===== config.mk =====
export PLATFORM = sky130hd
export DESIGN_NAME = fault_hold_timer
export DESIGN_NICKNAME = d
export VERILOG_FILES = /design/src/rtl/fault_hold_timer.sv
export SDC_FILE = /design/constraint.sdc
export NUM_CORES = 1
export LEC_CHECK = 0
export ABC_AREA = 0
export BUFFER_PORTS_ARGS = -buffer_cell sky130_fd_sc_hd__buf_4
export CELL_PAD_IN_SITES_DETAIL_PLACEMENT = 0
export CELL_PAD_IN_SITES_GLOBAL_PLACEMENT = 1
export CORE_MARGIN = 4
export CORE_UTILIZATION = 45
export CTS_CLUSTER_SIZE = 28
export DETAILED_ROUTE_END_ITERATION = 8
export PLACE_DENSITY_LB_ADDON = 0.1
export SETUP_SLACK_MARGIN = 0.4
export SYNTH_ARGS = -nofsm -noshare
export SYNTH_HDL_FRONTEND = slang
export SYNTH_SLANG_ARGS = --single-unit

===== constraint.sdc =====
create_clock -name clk -period 3.2 [get_ports clk]
set_clock_uncertainty 0.05 [all_clocks]
set_input_delay 0.48 -clock clk [delete_from_list [all_inputs] [get_ports clk]]
set_output_delay 0.48 -clock clk [all_outputs]
set_load 0.1 [all_outputs]

===== src/rtl/fault_hold_timer.sv =====
module fault_hold_timer #(
  parameter int          CW          = 16,
  parameter logic [7:0]  A_HI        = 8'h2B,
  parameter logic [7:0]  A_LO        = 8'h2C,
  parameter logic [7:0]  A_STAT      = 8'h2D,
  parameter logic [CW-1:0] RST_CONST = 16'h000C
) (
  input  logic       clk,
  input  logic       rst_n,
  input  logic       tick,
  input  logic       fault_in,
  input  logic       pll_unlock,
  input  logic       uv_det,
  input  logic       ov_det,
  input  logic       oc_det,
  input  logic       ocw_det,
  input  logic       tf_det,
  input  logic       tw_det,
  input  logic       wr_en,
  input  logic [7:0] addr,
  input  logic [7:0] wr_data,
  output logic [7:0] rd_data,
  output logic       tristate_n
);
  localparam int HW = CW - 8;

  logic [HW-1:0] const_hi;
  logic [7:0]    const_lo;
  logic [CW-1:0] hold_const;
  logic [CW-1:0] count;
  logic          holding;
  logic [7:0]    status;

  assign hold_const = {const_hi, const_lo};

  always_ff @(posedge clk or negedge rst_n) begin
    if (!rst_n) begin
      const_hi <= RST_CONST[CW-1:8];
      const_lo <= RST_CONST[7:0];
    end else if (wr_en) begin
      if (addr == A_HI) const_hi <= wr_data[HW-1:0];
      if (addr == A_LO) const_lo <= wr_data;
    end
  end

  always_ff @(posedge clk or negedge rst_n) begin
    if (!rst_n) begin
      holding <= 1'b0;
      count   <= '0;
    end else if (fault_in) begin
      holding <= 1'b1;
      count   <= hold_const;
    end else if (holding) begin
      if (count == '0) begin
        holding <= 1'b0;
      end else if (tick) begin
        count <= count - 1'b1;
        if (count == {{(CW-1){1'b0}}, 1'b1}) holding <= 1'b0;
      end
    end
  end

  assign tristate_n = !(fault_in || holding);

  assign status = {pll_unlock, ~fault_in, ~uv_det, ~ov_det,
                   ~oc_det, ~ocw_det, ~tf_det, ~tw_det};

  always_comb begin
    rd_data = 8'h00;
    if (addr == A_HI)        rd_data = 8'(const_hi);
    else if (addr == A_LO)   rd_data = const_lo;
    else if (addr == A_STAT) rd_data = status;
  end

  p_low_on_fault_r3: assert property (@(posedge clk) disable iff (!rst_n)
    fault_in |-> !tristate_n);

  p_reload_in_fault_r5: assert property (@(posedge clk) disable iff (!rst_n)
    fault_in |=> (holding && count == $past(hold_const)));

  p_hold_without_tick_r4: assert property (@(posedge clk) disable iff (!rst_n)
    (holding && !fault_in && !tick) |=> $stable(count));

  p_release_at_end_r4: assert property (@(posedge clk) disable iff (!rst_n)
    $rose(tristate_n) |-> ($past(count) <= {{(CW-1){1'b0}}, 1'b1}));

  p_count_isolated_r6: assert property (@(posedge clk) disable iff (!rst_n)
    (holding && !fault_in) |=>
      (count == $past(count) || count == $past(count) - 1'b1));

  p_const_protected_r9: assert property (@(posedge clk) disable iff (!rst_n)
    (!wr_en || (addr != A_HI && addr != A_LO)) |=> $stable(hold_const));
endmodule


# [After elaboration in Yosys (flattened, before gate mapping)]
# Cells that the tools add are included.
[totals] in_bits=28 reg_bits=33
[op_classes] reduce_logical=8 muxes=12 bitwise_logic=7 n_eq_ne=5 add_sub_neg=1
[op_table] op="2-to-1 mux 16 bit" count=4
[op_table] op="== test 8 x 6 -> 1 bit, second input constant" count=3
[op_table] op="2-to-1 mux 8 bit" count=3
[op_table] op="== test 16 x 1 -> 1 bit, second input constant" count=1
[op_table] op="zero test 16 bit" count=1
[op_table] op="subtractor 16 x 1 -> 16 bit, second input constant" count=1
[op_table] op="NOT 1 bit" count=7
[op_table] op="2-to-1 mux 1 bit" count=5
[op_table] op="AND reduction 2 bit" count=2
[op_table] op="nonzero test 2 bit" count=2
[op_table] op="AND reduction 3 bit" count=1
[op_table] op="inequality test 2 bit, second input constant" count=1
[op_table] op="zero test 1 bit" count=1
[op_table] op="logical OR 1 bit" count=1

# [Logic depth before layout (Yosys ltp)]
[depth] depth_word=6 depth_mapped=7

# [Worst setup path before layout]
# No wires, ideal clock.
[synth_path] path_kind="input-to-output" start="in addr[4]" end="out rd_data[0]" path_slack_ns=-1.198 n_path_buf=1 stages=4 t_arrival_ns=3.868 cell_sequence="or4b_1 > or4_1 > clkbuf_1 > o21ai_0"
[synth_via] elab_chain_len=4
[synth_lines] element="from (decl)" line="20" text="input logic [7:0] addr,"
[synth_lines] element="== test 8 x 6 -> 1 bit" line="72" text="else if (addr == A_STAT) rd_data = status;"
[synth_lines] element="2-to-1 mux 8 bit" line="72"
[synth_lines] element="2-to-1 mux 8 bit" line="71" text="else if (addr == A_LO) rd_data = const_lo;"
[synth_lines] element="2-to-1 mux 8 bit *" line="70" text="if (addr == A_HI) rd_data = 8'(const_hi);"
[synth_lines] element="to (decl)" line="22" text="output logic [7:0] rd_data,"
# Every way passes the cells marked *; elsewhere a longest branch is shown, timed or not.

# [Worst setup path after layout]
[layout_path] start="in addr[4]" end="out rd_data[1]"
# Same word-level chain as after synthesis.

==> impl_metrics.prom <==
# TYPE chip_impl_metric gauge
chip_impl_info{name="run_status",value="complete, no violations"} 1
chip_impl_metric{name="clkSinkCount",unit=""} 33
chip_impl_metric{name="syn_avg_cell_area",unit="um2"} 10.0
chip_impl_metric{name="synth_cell_type_count",unit=""} 43
chip_impl_metric{name="grt_pass1_vias",unit=""} 1747
chip_impl_info{name="cpLargestDelayFamily",value="simple AND/OR/NAND/NOR gates"} 1
chip_impl_metric{name="power.leakage",unit="nW"} 1.09
chip_impl_metric{name="drt_drc_violations_left",unit=""} 0
chip_impl_metric{name="area.growth.synth_to_final",unit="%"} 32.2
chip_impl_metric{name="max_freq",unit="MHz"} 360
chip_impl_metric{name="setup_slack",unit="ns"} 0.422
chip_impl_metric{name="p_switching",unit="uW"} 286
chip_impl_metric{name="ios",unit=""} 37
chip_impl_metric{name="netlist_area",unit="um2"} 1900
chip_impl_metric{name="cpPeakStageDelay",unit="ns"} 0.57
chip_impl_info{name="mostFrequentLayoutCells",value="34 x buf_4, 31 x dfrtp_1, 16 x mux2_2, 14 x nor2_1, 11 x nand2_1"} 1
chip_impl_metric{name="num-fill-cells",unit=""} 332
chip_impl_metric{name="num_vias",unit=""} 1731
chip_impl_metric{name="finalWirelength",unit="mm"} 4.96
chip_impl_metric{name="dieWidth",unit="um"} 73.1
chip_impl_metric{name="total_power",unit="mW"} 1.06
chip_impl_metric{name="post_drt_wl_per_cell",unit="um"} 17.5
chip_impl_metric{name="layout.core_utilization",unit="%"} 62.0
chip_impl_metric{name="clk_transition_reported_paths",unit="ns"} 0.08
chip_impl_metric{name="multiInputGateArea",unit="um2"} 1110
chip_impl_info{name="netlist.top_cell.by_area",value="dfrtp_1"} 1
chip_impl_info{name="timing_worst_setup_path_type",value="in2out"} 1
chip_impl_metric{name="gr-usage-all-layers",unit="%"} 20.2
chip_impl_metric{name="floorplan.die_area",unit="um2"} 5340
chip_impl_metric{name="hold_buffers",unit=""} 0
chip_impl_metric{name="setup_viol_count_final",unit=""} 0
chip_impl_metric{name="timing.final.max_slew_violations",unit=""} 0
chip_impl_metric{name="route.detailed.vias_per_inst",unit=""} 6.10
chip_impl_metric{name="synth_sequential_area_ratio",unit="%"} 43.5
chip_impl_metric{name="diodes",unit=""} 0
chip_impl_metric{name="timing.critical_path.arrival",unit="ns"} 2.25
chip_impl_metric{name="p_per_area",unit="nW/um2"} 422
chip_impl_metric{name="headroom_to_the_max_slew_limit",unit="%"} 51.8
chip_impl_metric{name="post-route-period-util",unit="%"} 86.8
chip_impl_metric{name="critical_path.max_fanout",unit=""} 6
chip_impl_info{name="clock_tree.root_cell",value="clkbuf_8"} 1
chip_impl_metric{name="final_layout_size_suffix_gt1_share",unit="%"} 37.2
chip_impl_metric{name="clkPwrFrac",unit="%"} 39.1
chip_impl_metric{name="clock_insertion_delay_worst_skew",unit="ns"} 0.29
chip_impl_metric{name="int_pwr",unit="uW"} 778
chip_impl_metric{name="floorplan.initialDensity",unit="%"} 46.9
chip_impl_info{name="startpoint_type",value="input port"} 1
chip_impl_metric{name="synthesis.nets",unit=""} 220
chip_impl_metric{name="cts-htree-levels",unit=""} 2
chip_impl_metric{name="grt_pass1_wl",unit="mm"} 8.38
chip_impl_info{name="final_common_cell",value="buf_4"} 1
chip_impl_metric{name="placedCellCount",unit=""} 273
chip_impl_info{name="cts_tree",value="built"} 1
chip_impl_metric{name="power_frac_seq",unit="%"} 45.0
chip_impl_metric{name="worst_endpoint_required_time",unit="ns"} 2.67
chip_impl_metric{name="detailedPlace.worstSlack",unit="ns"} 0.287
chip_impl_metric{name="grt_antenna_before_repair",unit=""} 0
chip_impl_metric{name="placement_rows",unit=""} 23
chip_impl_metric{name="coreArea",unit="um2"} 4060
chip_impl_metric{name="fin_hold_ws",unit="ns"} 0.0714
chip_impl_metric{name="drtIter0Drc",unit=""} 153
chip_impl_info{name="netlist_top_cells_area",value="dfrtp_1 41%, mux2_2 9.5%, a31oi_1 3.0%, a22oi_1 2.8%, dfstp_2 2.8%"} 1
chip_impl_metric{name="final_cells",unit=""} 284
chip_impl_metric{name="tritoncts.num_buffers",unit=""} 5
chip_impl_metric{name="postPlaceCellArea",unit="um2"} 2320
chip_impl_metric{name="regArea",unit="um2"} 828
chip_impl_metric{name="fin_area",unit="um2"} 2520
chip_impl_info{name="critical_path_slowest_stage_cell",value="or4b_4"} 1
chip_impl_info{name="unrepaired_setup_endpoints_after_global_routing",value="yes"} 1
chip_impl_metric{name="timing.setup.tns",unit="ns"} 0
chip_impl_metric{name="worst_ir_drop_vdd",unit="V"} 0.000225
chip_impl_metric{name="yosys_warnings",unit=""} 0
chip_impl_info{name="crit_path_cell_trace",value="buf_4 > or4b_4 > or4_4 > buf_6 > nor2_1 > a221o_2 > buf_12"} 1
chip_impl_metric{name="pwr-share-comb",unit="%"} 15.9
chip_impl_metric{name="min_period",unit="ns"} 2.78
chip_impl_metric{name="max_cap_violations",unit=""} 0
chip_impl_metric{name="grt-ovfl-total",unit=""} 0
chip_impl_info{name="worst_setup_path_end_kind",value="primary output"} 1
chip_impl_metric{name="finalWeightedCongestion",unit=""} 0.901
chip_impl_metric{name="number_of_nets_at_the_end_of_the_flow",unit=""} 263
chip_impl_metric{name="input_output_buffers",unit=""} 36
chip_impl_metric{name="maximum_number_of_pins_on_one_net_before_global_route_repair",unit=""} 34
chip_impl_metric{name="synth_top_area_share",unit="%"} 40.7
chip_impl_metric{name="fp.dieH",unit="um"} 73.1
chip_impl_metric{name="worstMarginPinSlew",unit="ns"} 0.717
chip_impl_info{name="min-delay-path-class",value="in2async"} 1
chip_impl_metric{name="clock_path_buffers",unit=""} 2
chip_impl_metric{name="detailedPlacementHpwl",unit="mm"} 3.61
chip_impl_metric{name="register_bit_total_from_synthesis",unit=""} 33
chip_impl_metric{name="timing.critical_path.buf_inv",unit=""} 3
chip_impl_metric{name="power.switching_fraction",unit="%"} 26.9
chip_impl_metric{name="synthCells",unit=""} 190
chip_impl_metric{name="final-hold-violation-count",unit=""} 0
chip_impl_metric{name="ant_nets",unit=""} 0
chip_impl_metric{name="drt_pre_antenna_iters",unit=""} 4
-- power by group through the flow --
stage	logic (mW)	registers [mW]	clock network (mW)
5_1_grt	0.192	0.483	0.439
6_report	0.169	0.478	0.416
2_1_floorplan	0.109	0.474	0
4_1_cts	0.170	0.477	0.421
3_3_place_gp	0.164	0.483	0
3_5_place_dp	0.167	0.485	0
-- metal layers --
layer	up-vias	share of wire [%]	global-route usage (%)
li1	820	-	-
met1	837	44	26.7
met2	62	47	32.3
met3	12	6.8	4.68
met4	0	1.9	6.76
met5	-	0	0
-- path summary, 6_finish.rpt --
check,from,slack (ns),endpoint,cells past startpoint
min reg2reg,const_lo[4],0.50,count[4],2
max reg2reg,count[5],0.96,count[10],4
min,rst_n,0.07,holding,1
min in group clk,wr_data[2],0.38,const_lo[2],2
max,addr[4],0.42,rd_data[1],7
max in group asynchronous,rst_n,2.69,const_lo[3],1
-- state kept, by name (all words and copies together) (netlist names) --
name	cells
count	16
const_lo	8
const_hi	8
holding	1
-- kinds of logic (layout without fill, tap and decap cells) --
group / count (synthesis) / after routing / share of synthesized area (%)
flip-flops: 33 / 33 / 43.5
AO/OA/AOI/OAI: 51 / 51 / 18.5
AND/OR/NAND/NOR: 73 / 73 / 24.2
adder cells (fa/ha/maj): 2 / 2 / 1.31
multiplexers: 16 / 16 / 9.46
buffers and inverters: 15 / 59 / 3.02
-- area by class of cell --
| cell class | count | area share, % |
|---|---|---|
| timing repair buffer | 43 | 14.9 |
| clock buffer | 7 | 3.43 |
| tap | 50 | 2.49 |
| clock inverter | 1 | 1.19 |
| sequential | 33 | 32.9 |
| multi-input combinational | 142 | 43.9 |
| inverter | 8 | 1.19 |
-- synth_stat cells --
library cell	n
clkinv_1	1
nor4_1	4
ha_1	2
mux2_2	16
or2_2	4
nor4b_1	1
or3_1	4
o31a_1	1
dfstp_2	2
o22a_1	1
o41ai_1	4
or4_1	7
dfrtp_1	31
nand2_2	2
a21oi_1	4
nand4bb_1	3
nand2_1	11
o31ai_1	7
nor2_1	14
inv_1	7
o211ai_1	2
o21a_1	3
and3_1	3
nand2b_1	4
nand4b_1	1
o2111ai_1	1
o311ai_0	1
and2_1	1
clkbuf_2	1
nand3b_1	1
o21ai_0	9
nor3_1	3
a221o_1	1
nand4_1	1
or2b_1	1
or4_4	1
or4b_1	2
a22oi_1	7
clkbuf_1	6
a31oi_1	9
a2bb2oi_1	1
nand3_1	3
nor4_4	2
-- repair_timing --
action,4_1_cts,5_1_grt
setup buffers,0,3
setup endpoints to repair,8,8
pin swaps,1,1
gates resized for setup,10,4
No activity file was read; power rests on OpenSTA's default activity.
